<file path="src/rtl/link_unavail_pkg.sv">
package link_unavail_pkg;

    typedef struct packed {
        logic valid;
        logic errored;
        logic severe;
    } sec_class_t;

    typedef enum logic {
        LINK_UP   = 1'b0,
        LINK_DOWN = 1'b1
    } link_state_e;

    function automatic logic counts_as_errored(input sec_class_t s);
        return s.errored | s.severe;
    endfunction

endpackage

</file>
<file path="src/rtl/unavail_run_fsm.sv">
module unavail_run_fsm
    import link_unavail_pkg::*;
#(
    parameter int ENTRY_RUN = 10,
    parameter int EXIT_RUN  = 10
) (
    input  logic       clk,
    input  logic       rst,
    input  sec_class_t sec_in,
    output logic       down,
    output logic       change_pulse
);
    localparam int MAX_RUN = (ENTRY_RUN > EXIT_RUN) ? ENTRY_RUN : EXIT_RUN;
    localparam int RUN_W   = $clog2(MAX_RUN + 1);

    link_state_e      state;
    logic [RUN_W-1:0] entry_run;
    logic [RUN_W-1:0] exit_run;

    always_ff @(posedge clk) begin
        if (rst) begin
            state        <= LINK_UP;
            entry_run    <= '0;
            exit_run     <= '0;
            change_pulse <= 1'b0;
        end else begin
            change_pulse <= 1'b0;
            if (sec_in.valid) begin
                if (state == LINK_UP) begin
                    exit_run <= '0;
                    if (sec_in.severe) begin
                        if (entry_run == RUN_W'(ENTRY_RUN - 1)) begin
                            state        <= LINK_DOWN;
                            change_pulse <= 1'b1;
                            entry_run    <= '0;
                        end else begin
                            entry_run <= entry_run + 1'b1;
                        end
                    end else begin
                        entry_run <= '0;
                    end
                end else begin
                    entry_run <= '0;
                    if (!sec_in.severe) begin
                        if (exit_run == RUN_W'(EXIT_RUN - 1)) begin
                            state        <= LINK_UP;
                            change_pulse <= 1'b1;
                            exit_run     <= '0;
                        end else begin
                            exit_run <= exit_run + 1'b1;
                        end
                    end else begin
                        exit_run <= '0;
                    end
                end
            end
        end
    end

    assign down = (state == LINK_DOWN);

    // the state can only go down on a strobed severe second that ends a full run
    p_entry_on_severe_r1: assert property (@(posedge clk) disable iff (rst)
        $rose(down) |-> $past(sec_in.valid && sec_in.severe && entry_run == RUN_W'(ENTRY_RUN - 1)));

    // the state can only come back up on a strobed clean second that ends a full run
    p_exit_on_clean_r2: assert property (@(posedge clk) disable iff (rst)
        $fell(down) |-> $past(sec_in.valid && !sec_in.severe && exit_run == RUN_W'(EXIT_RUN - 1)));

    // the pulse marks each state change and nothing else
    p_pulse_matches_change_r7: assert property (@(posedge clk) disable iff (rst)
        change_pulse == (down != $past(down)));

endmodule

</file>
<file path="src/rtl/sat_event_counter.sv">
module sat_event_counter #(
    parameter int W = 16
) (
    input  logic         clk,
    input  logic         rst,
    input  logic         clr,
    input  logic         inc,
    output logic [W-1:0] count
);
    localparam logic [W-1:0] TOP = {W{1'b1}};

    always_ff @(posedge clk) begin
        if (rst || clr) begin
            count <= '0;
        end else if (inc && count != TOP) begin
            count <= count + 1'b1;
        end
    end

    // a full counter stays full until cleared
    p_no_overflow_r8: assert property (@(posedge clk) disable iff (rst)
        (count == TOP && !clr) |=> count == TOP);

    // clear wins over increment
    p_clear_wins_r9: assert property (@(posedge clk) disable iff (rst)
        clr |=> count == '0);

endmodule

</file>
<file path="src/rtl/link_unavail_mon.sv">
module link_unavail_mon
    import link_unavail_pkg::*;
#(
    parameter int ENTRY_RUN = 10,
    parameter int EXIT_RUN  = 10,
    parameter int CNT_W     = 16
) (
    input  logic             clk,
    input  logic             rst,
    input  logic             sec_strobe,
    input  logic             sec_errored,
    input  logic             sec_severe,
    input  logic             cnt_clear,
    output logic             unavail,
    output logic             state_irq,
    output logic [CNT_W-1:0] es_count,
    output logic [CNT_W-1:0] ses_count
);
    localparam int N_CNT = 2;

    sec_class_t       sec;
    logic [N_CNT-1:0] inc;
    logic [CNT_W-1:0] cnt [N_CNT];

    assign sec = '{valid: sec_strobe, errored: sec_errored, severe: sec_severe};

    unavail_run_fsm #(
        .ENTRY_RUN (ENTRY_RUN),
        .EXIT_RUN  (EXIT_RUN)
    ) u_fsm (
        .clk          (clk),
        .rst          (rst),
        .sec_in       (sec),
        .down         (unavail),
        .change_pulse (state_irq)
    );

    // counters gated by the state before this second is applied
    assign inc[0] = sec.valid && !unavail && counts_as_errored(sec);
    assign inc[1] = sec.valid && !unavail && sec.severe;

    for (genvar i = 0; i < N_CNT; i++) begin : g_cnt
        sat_event_counter #(.W(CNT_W)) u_cnt (
            .clk   (clk),
            .rst   (rst),
            .clr   (cnt_clear),
            .inc   (inc[i]),
            .count (cnt[i])
        );
    end

    assign es_count  = cnt[0];
    assign ses_count = cnt[1];

    // errored-second count frozen while unavailable
    p_es_frozen_r3: assert property (@(posedge clk) disable iff (rst)
        (sec_strobe && unavail && !cnt_clear) |=> $stable(es_count));

    // severely-errored-second count frozen while unavailable
    p_ses_frozen_r4: assert property (@(posedge clk) disable iff (rst)
        (sec_strobe && unavail && !cnt_clear) |=> $stable(ses_count));

    // no strobe, no change to state or counters
    p_idle_no_effect_r11: assert property (@(posedge clk) disable iff (rst)
        (!sec_strobe && !cnt_clear) |=> ($stable(unavail) && $stable(es_count) && $stable(ses_count)));

endmodule

</file>
<file path="config.mk">
export PLATFORM = sky130hd
export DESIGN_NAME = link_unavail_mon
export DESIGN_NICKNAME = d
export VERILOG_FILES = /design/src/rtl/link_unavail_pkg.sv /design/src/rtl/unavail_run_fsm.sv /design/src/rtl/sat_event_counter.sv /design/src/rtl/link_unavail_mon.sv
export SDC_FILE = /design/constraint.sdc
export NUM_CORES = 1
export LEC_CHECK = 0
export CAP_MARGIN = 30
export CORE_AREA = 2 2 67 69
export DETAILED_ROUTE_END_ITERATION = 7
export DIE_AREA = 0 0 69 71
export PLACE_DENSITY = 0.77
export SYNTH_ARGS = -nofsm -noshare
export SYNTH_HDL_FRONTEND = slang
export SYNTH_SLANG_ARGS = --single-unit
</file>
<file path="constraint.sdc">
create_clock -name clk -period 2.6 [get_ports clk]
set_input_delay 0.39 -clock clk [delete_from_list [all_inputs] [get_ports clk]]
set_output_delay 0.39 -clock clk [all_outputs]
set_load 0.05 [all_outputs]
</file>
After elaboration in Yosys (flattened, before gate mapping) --
Cells that the tools add are included. Widths: inputs -> output; s select.
Storage, ports and cells: bits in registers 42, input port bits 6, output and inout port bits 34, logic and storage cells 38
Cells by class: add/subtract/negate cells 4, eq/ne operators 4, mux-type cells 14, bitwise operators 2, reduce and logical (&&, ||, !) cells 8
Operators by type and width (count):
- $add 16x1->16 const B | 2
- $ne 16x16->1 const B | 2
- $mux 4 | 6
- $add 4x1->4 const B | 2
- $eq 4x4->1 const B | 2
- $mux 1 | 8
- $logic_and 1x1->1 | 5
- $reduce_or 2->1 | 1
- $logic_not 1->1 | 1
- $logic_or 1x1->1 | 1
- $not 1->1 | 1
- $or 1x1->1 | 1

Longest topological paths before layout --
depth in word-level cells 4, mapped depth 7, gate-level depth less buffers 7

By module --
Synthesis repeated with hierarchy kept, for this count alone.
Second synthesis, totals: cell total of the unflattened synthesis 254, area, all modules 2257.2 µm²
By module, submodules not included:
- sat_event_counter | times used 2, cells an instance 95, area each 847.1 µm², sequential area each 320.3 µm²
- unavail_run_fsm | times used 1, cells an instance 61, area each 538.0 µm², sequential area each 200.2 µm²
- link_unavail_mon | times used 1, cells an instance 3, area each 25.0 µm², sequential area each 0.0 µm²

Worst setup path before layout --
OpenSTA, ideal clock, no wires.
path type flip-flop to flip-flop, from register g_cnt[0].u_cnt.count[0], to register g_cnt[0].u_cnt.count[3], library setup time 0.128 ns, arrival 2.191 ns, required time 2.472 ns, path slack 0.281 ns, stages on the path, launching flop included 7, buffers on the path 0, period minus slack after synthesis 2.319 ns, cell sequence dfxtp_1 ha_1 nand4_1 nor4_1 nor4b_1 xnor2_1 nor2_1
Between the ends: word-level cells in the longest chain between the ends 2, elaborated cells on any way between the ends 3, classes of those cells add/sub (1); eq/ne (1); reduce/logical (1)
RTL lines:
- start, declared | RTL line sat_event_counter.sv:8 | output logic [W-1:0] count
- start signal, assigned | RTL line sat_event_counter.sv:16 | count <= count + 1'b1;
- branches (longest 2 deep; another with $add 16x1->16)
Several ways; the timed one is not identified. A chain may end at the register's enable or synchronous reset.

Worst setup path in the final report --
from register g_cnt[1].u_cnt.count[0], to output ses_count[0]
RTL lines:
- start, declared | RTL line sat_event_counter.sv:8
- start signal, assigned | RTL line sat_event_counter.sv:16
- end, declared | RTL line link_unavail_mon.sv:17 | output logic [CNT_W-1:0] ses_count
No word-level cell between the ends.

==> Implementation_results.wiki <==
{| class="wikitable"
! Metric !! Value
|-
| Status || complete, no violations
|-
| Die height || ~71 um
|-
| Antenna Cells || 0
|-
| Number of clock sinks seen by CTS || 42
|-
| Post-Synthesis Cells || about 240
|-
| Cell Int Power || 952 uW
|-
| Routability congestion estimate || 0.780
|-
| Setup TNS after final layout || 0 ns
|-
| Clock network latency to the later pin of the worst-skew pair || 0.30 ns
|-
| Sort of element at the end of the critical path || output pin
|-
| Synthesized cell area || 2060 um^2
|-
| Actual slew at the worst max-slew pin || 0.508 ns
|-
| Sum of routed wire segments on met1 || 2060 um
|-
| DRC violation total after the first TritonRoute iteration || 118
|-
| Async S/R FF share, synth || 0%
|-
| Worst relative slew slack || 66.0%
|-
| Crit Path Max Fanout || 6
|-
| FF+latch count, synth || 42
|-
| Sequential group share of total power || around 53%
|-
| Min-Delay Path Class || flop to flop
|-
| Crit path launch type || flop
|-
| Horizontal die dimension || 69 um
|-
| Vias after detailed routing || 1,896
|-
| Vias in the first global route || 1,687
|-
| Share of final-layout standard cells stronger than drive strength 1 || about 8.7%
|-
| Worst IR drop on VDD || 0.228 mV
|-
| Total global routing track utilization || between 15 and 20%
|-
| Switching Share || 21.7%
|-
| Global-route wire length before repair || 7560 um
|-
| Pin count of the biggest net entering global routing || 20
|-
| Vias per Instance || 5.56
|-
| Ratio of final minimum period to clock period || 77.6%
|-
| Pwr Density || approximately 460 nW/um^2
|-
| Net load switching power || 264 uW
|-
| Wire length after detailed routing || 4340 um
|-
| Routed wire length on met2 || 2060 um
|-
| Buffer depth of the longest clock path || 2
|-
| DRC violation count after routing || 0
|-
| IO Pins || 40
|-
| Area share of the largest cell type after synthesis || 40.9%
|-
| Endpoint required time on the critical path || 2.21 ns
|-
| Syn Nets || 256
|-
| Top flip-flop cell by instance count after synthesis || sky130_fd_sc_hd__dfxtp_1
|-
| Sequential share of the synthesized area || 40.9%
|-
| Number of violations of the max-capacitance limit || 0
|-
| Sum of buffers and inverters on the critical path || 1
|-
| Combinational fraction of design power || about 5.0%
|-
| Initial cell density of the core || about half
|-
| Highest metal layer with signal wires || met4
|-
| Leading post-synthesis cells by cell area || sky130_fd_sc_hd__dfxtp_1 (41%), sky130_fd_sc_hd__xnor2_1 (8.5%), sky130_fd_sc_hd__nor2_1 (7.5%), sky130_fd_sc_hd__a21oi_1 (3.6%), sky130_fd_sc_hd__ha_1 (3.6%)
|-
| Area growth from synthesis to final layout || 28.1%
|-
| Cell Chain, Critical Path || clkdlybuf4s50_1
|-
| Data arrival time at the worst-slack endpoint || 1.63 ns
|-
| Cell type group with the largest total delay on the critical path || buffers and inverters
|-
| Setup repair after global routing missed its margin || no
|-
| Clock root buffer || sky130_fd_sc_hd__clkbuf_8
|-
| Hold buffer count at cts || 0
|-
| Area occupied by multi-input gates || 1170 um^2
|-
| Total power consumption of the routed design || 1.22 mW
|-
| Sequential cell area in the final layout || 841 um^2
|-
| Fin. Hold Viols || 0
|-
| Cell accounting for the most synthesized area || sky130_fd_sc_hd__dfxtp_1
|-
| Avg Cell Area, Syn || between 8 and 9 um^2
|-
| Number of enable-type register cells in the synthesized netlist || 0
|-
| Number of slew-limit violations in the final report || 0
|-
| Number of routed nets with antenna violations || 0
|-
| Register clock-pin slew on the reported worst setup and hold paths || 0.08 ns
|-
| Num rows || 24
|-
| Clock Skews || 0.00499 ns
|-
| Distinct cell type count after synthesis || 44
|-
| Number of instances resized during post-cts repair || 0
|-
| Highest cell delay on the worst timing path || between 0.8 and 0.9 ns
|-
| Layout fillers || 400
|-
| H-tree level count || 2
|-
| Half-perimeter wire length after detailed placement || 3140 um
|-
| Drt pass-1 iters || 4
|-
| Leakage dissipation || 0.849 nW
|-
| Num CTS Buffers || 5
|-
| Net count, final || 300
|-
| Worst-path cell with the longest stage delay || sky130_fd_sc_hd__clkdlybuf4s50_1
|-
| Number of buffers inserted by post-CTS setup repair || 0
|-
| Fmax || roughly 500 MHz
|-
| TritonCTS clock tree || built
|-
| Ys Warns || 0
|-
| Post-layout minimum cycle time || about 2.0 ns
|-
| Start-to-end type of the worst setup path || flop to output pin
|-
| Initial antenna violation count || 0
|-
| Grt ovf || 0
|-
| Setup violation total in the final timing report || 0
|-
| CORE AREA || 4200 um^2
|-
| Overall die area || about 4900 um^2
|-
| Routed wirelength normalized by instance count || about 13 um
|-
| Routed wire length on met3 || 159 um
|-
| Port Buffer Count || 39
|-
| Clock network power share || 41.6%
|}
-- final timing paths --
kind	start	end	slack, ns	cells after the start
max reg2reg	g_cnt[1].u_cnt.count[0]	g_cnt[1].u_cnt.count[10]	0.59	6
min reg2reg	u_fsm.exit_run[2]	u_fsm.exit_run[2]	0.49	2
min	u_fsm.exit_run[2]	u_fsm.exit_run[2]	0.49	2
max	g_cnt[1].u_cnt.count[0]	ses_count[0]	0.58	1
-- cell families (layout without fill, tap and decap cells) --
| group | after synthesis | count (layout) | synth area share (%) |
|---|---|---|---|
| AOI/OAI and AO/OA | 34 | 34 | 10.3 |
| xor gates and xnor gates | 25 | 25 | 10.6 |
| adders and majority gates | 6 | 6 | 3.65 |
| buffers and inverters | 13 | 58 | 2.43 |
| DFF | 42 | 42 | 40.9 |
| muxes | 1 | 1 | 0.487 |
| and+or+nand+nor | 123 | 123 | 31.6 |
-- power groups by stage --
| stage | clock network [mW] | logic, mW | registers, mW |
|---|---|---|---|
| finish | 0.505 | 0.0608 | 0.650 |
| global route | 0.545 | 0.0671 | 0.651 |
| CTS | 0.517 | 0.0611 | 0.650 |
| detailed placement | 0 | 0.0604 | 0.665 |
| global placement | 0 | 0.0597 | 0.665 |
| floorplan | 0 | 0.0302 | 0.670 |
-- area by class of cell --
cell class / count / share of cell area [%]
clock inverters: 3 / 1.52
well taps: 52 / 2.47
multi-input cells: 189 / 44.3
clock buffers: 5 / 2.61
repair buffers: 45 / 16.5
flip-flops and latches: 42 / 31.9
inverters: 5 / 0.712
-- per-layer routing --
metal / vias up / GRT usage, %
met5: - / 0
met4: 0 / 6.97
met3: 6 / 4.42
met2: 39 / 29.5
met1: 891 / 24.6
li1: 960 / -
-- layout by cell type (no fill, tap or decap), types with 2 or more instances in the layout --
cell type / count
sky130_fd_sc_hd__dfxtp_1: 42
sky130_fd_sc_hd__nor2_1: 41
sky130_fd_sc_hd__clkdlybuf4s50_1: 39
sky130_fd_sc_hd__xnor2_1: 20
sky130_fd_sc_hd__nand2_1: 18
sky130_fd_sc_hd__a21oi_1: 15
sky130_fd_sc_hd__nand3_1: 10
sky130_fd_sc_hd__nor3_1: 9
sky130_fd_sc_hd__nand4_1: 8
sky130_fd_sc_hd__nor4_1: 6
sky130_fd_sc_hd__ha_1: 6
sky130_fd_sc_hd__buf_4: 6
sky130_fd_sc_hd__inv_1: 5
sky130_fd_sc_hd__xor2_1: 5
sky130_fd_sc_hd__o21ai_0: 5
sky130_fd_sc_hd__clkbuf_8: 5
sky130_fd_sc_hd__nor4b_1: 4
sky130_fd_sc_hd__a211oi_1: 4
sky130_fd_sc_hd__and4_1: 3
sky130_fd_sc_hd__or2_2: 3
sky130_fd_sc_hd__nand2b_1: 3
sky130_fd_sc_hd__a31oi_1: 3
sky130_fd_sc_hd__or3_1: 2
sky130_fd_sc_hd__and3_1: 2
sky130_fd_sc_hd__nand3b_1: 2
sky130_fd_sc_hd__nor3b_1: 2
sky130_fd_sc_hd__clkinv_2: 2
-- cell usage after synthesis, types with 5 or more instances --
cell	count
sky130_fd_sc_hd__dfxtp_1	42
sky130_fd_sc_hd__xnor2_1	20
sky130_fd_sc_hd__nand4_1	8
sky130_fd_sc_hd__a21oi_1	15
sky130_fd_sc_hd__nor4_1	6
sky130_fd_sc_hd__nor3_1	9
sky130_fd_sc_hd__clkbuf_1	6
sky130_fd_sc_hd__nand3_1	10
sky130_fd_sc_hd__o21ai_0	5
sky130_fd_sc_hd__nand2_1	18
sky130_fd_sc_hd__nor2_1	41
sky130_fd_sc_hd__inv_1	5
sky130_fd_sc_hd__ha_1	6
sky130_fd_sc_hd__xor2_1	5
-- registers in the layout (all words and copies together) (netlist names) --
signal	count
u_fsm.change_pulse	1
u_fsm.entry_run	4
g_cnt.u_cnt.count	32
u_fsm.down	1
u_fsm.exit_run	4
-- metrics by stage --
stage / instance area, um^2 / util, % / worst slack (ns) / instances / hold slack, ns
after detailed placement: 2530 / 60.1 / 0.318 / 333 / 0.473
after CTS: 2640 / 62.7 / 0.582 / 341 / 0.483
final: 2640 / 62.7 / 0.583 / 341 / 0.489
after global placement: 2530 / 60.1 / 0.357 / 333 / 0.458
after floorplan: 2060 / - / 0.281 / 244 / 0.444
after global routing: 2640 / 62.7 / 0.497 / 341 / 0.517
-- worst min-delay path, cell delays in order (launching register included) --
cell,delay (ns)
sky130_fd_sc_hd__dfxtp_1,0.33
sky130_fd_sc_hd__nand2_1,0.06
sky130_fd_sc_hd__a21oi_1,0.05
(Power assumes the default switching activity.)
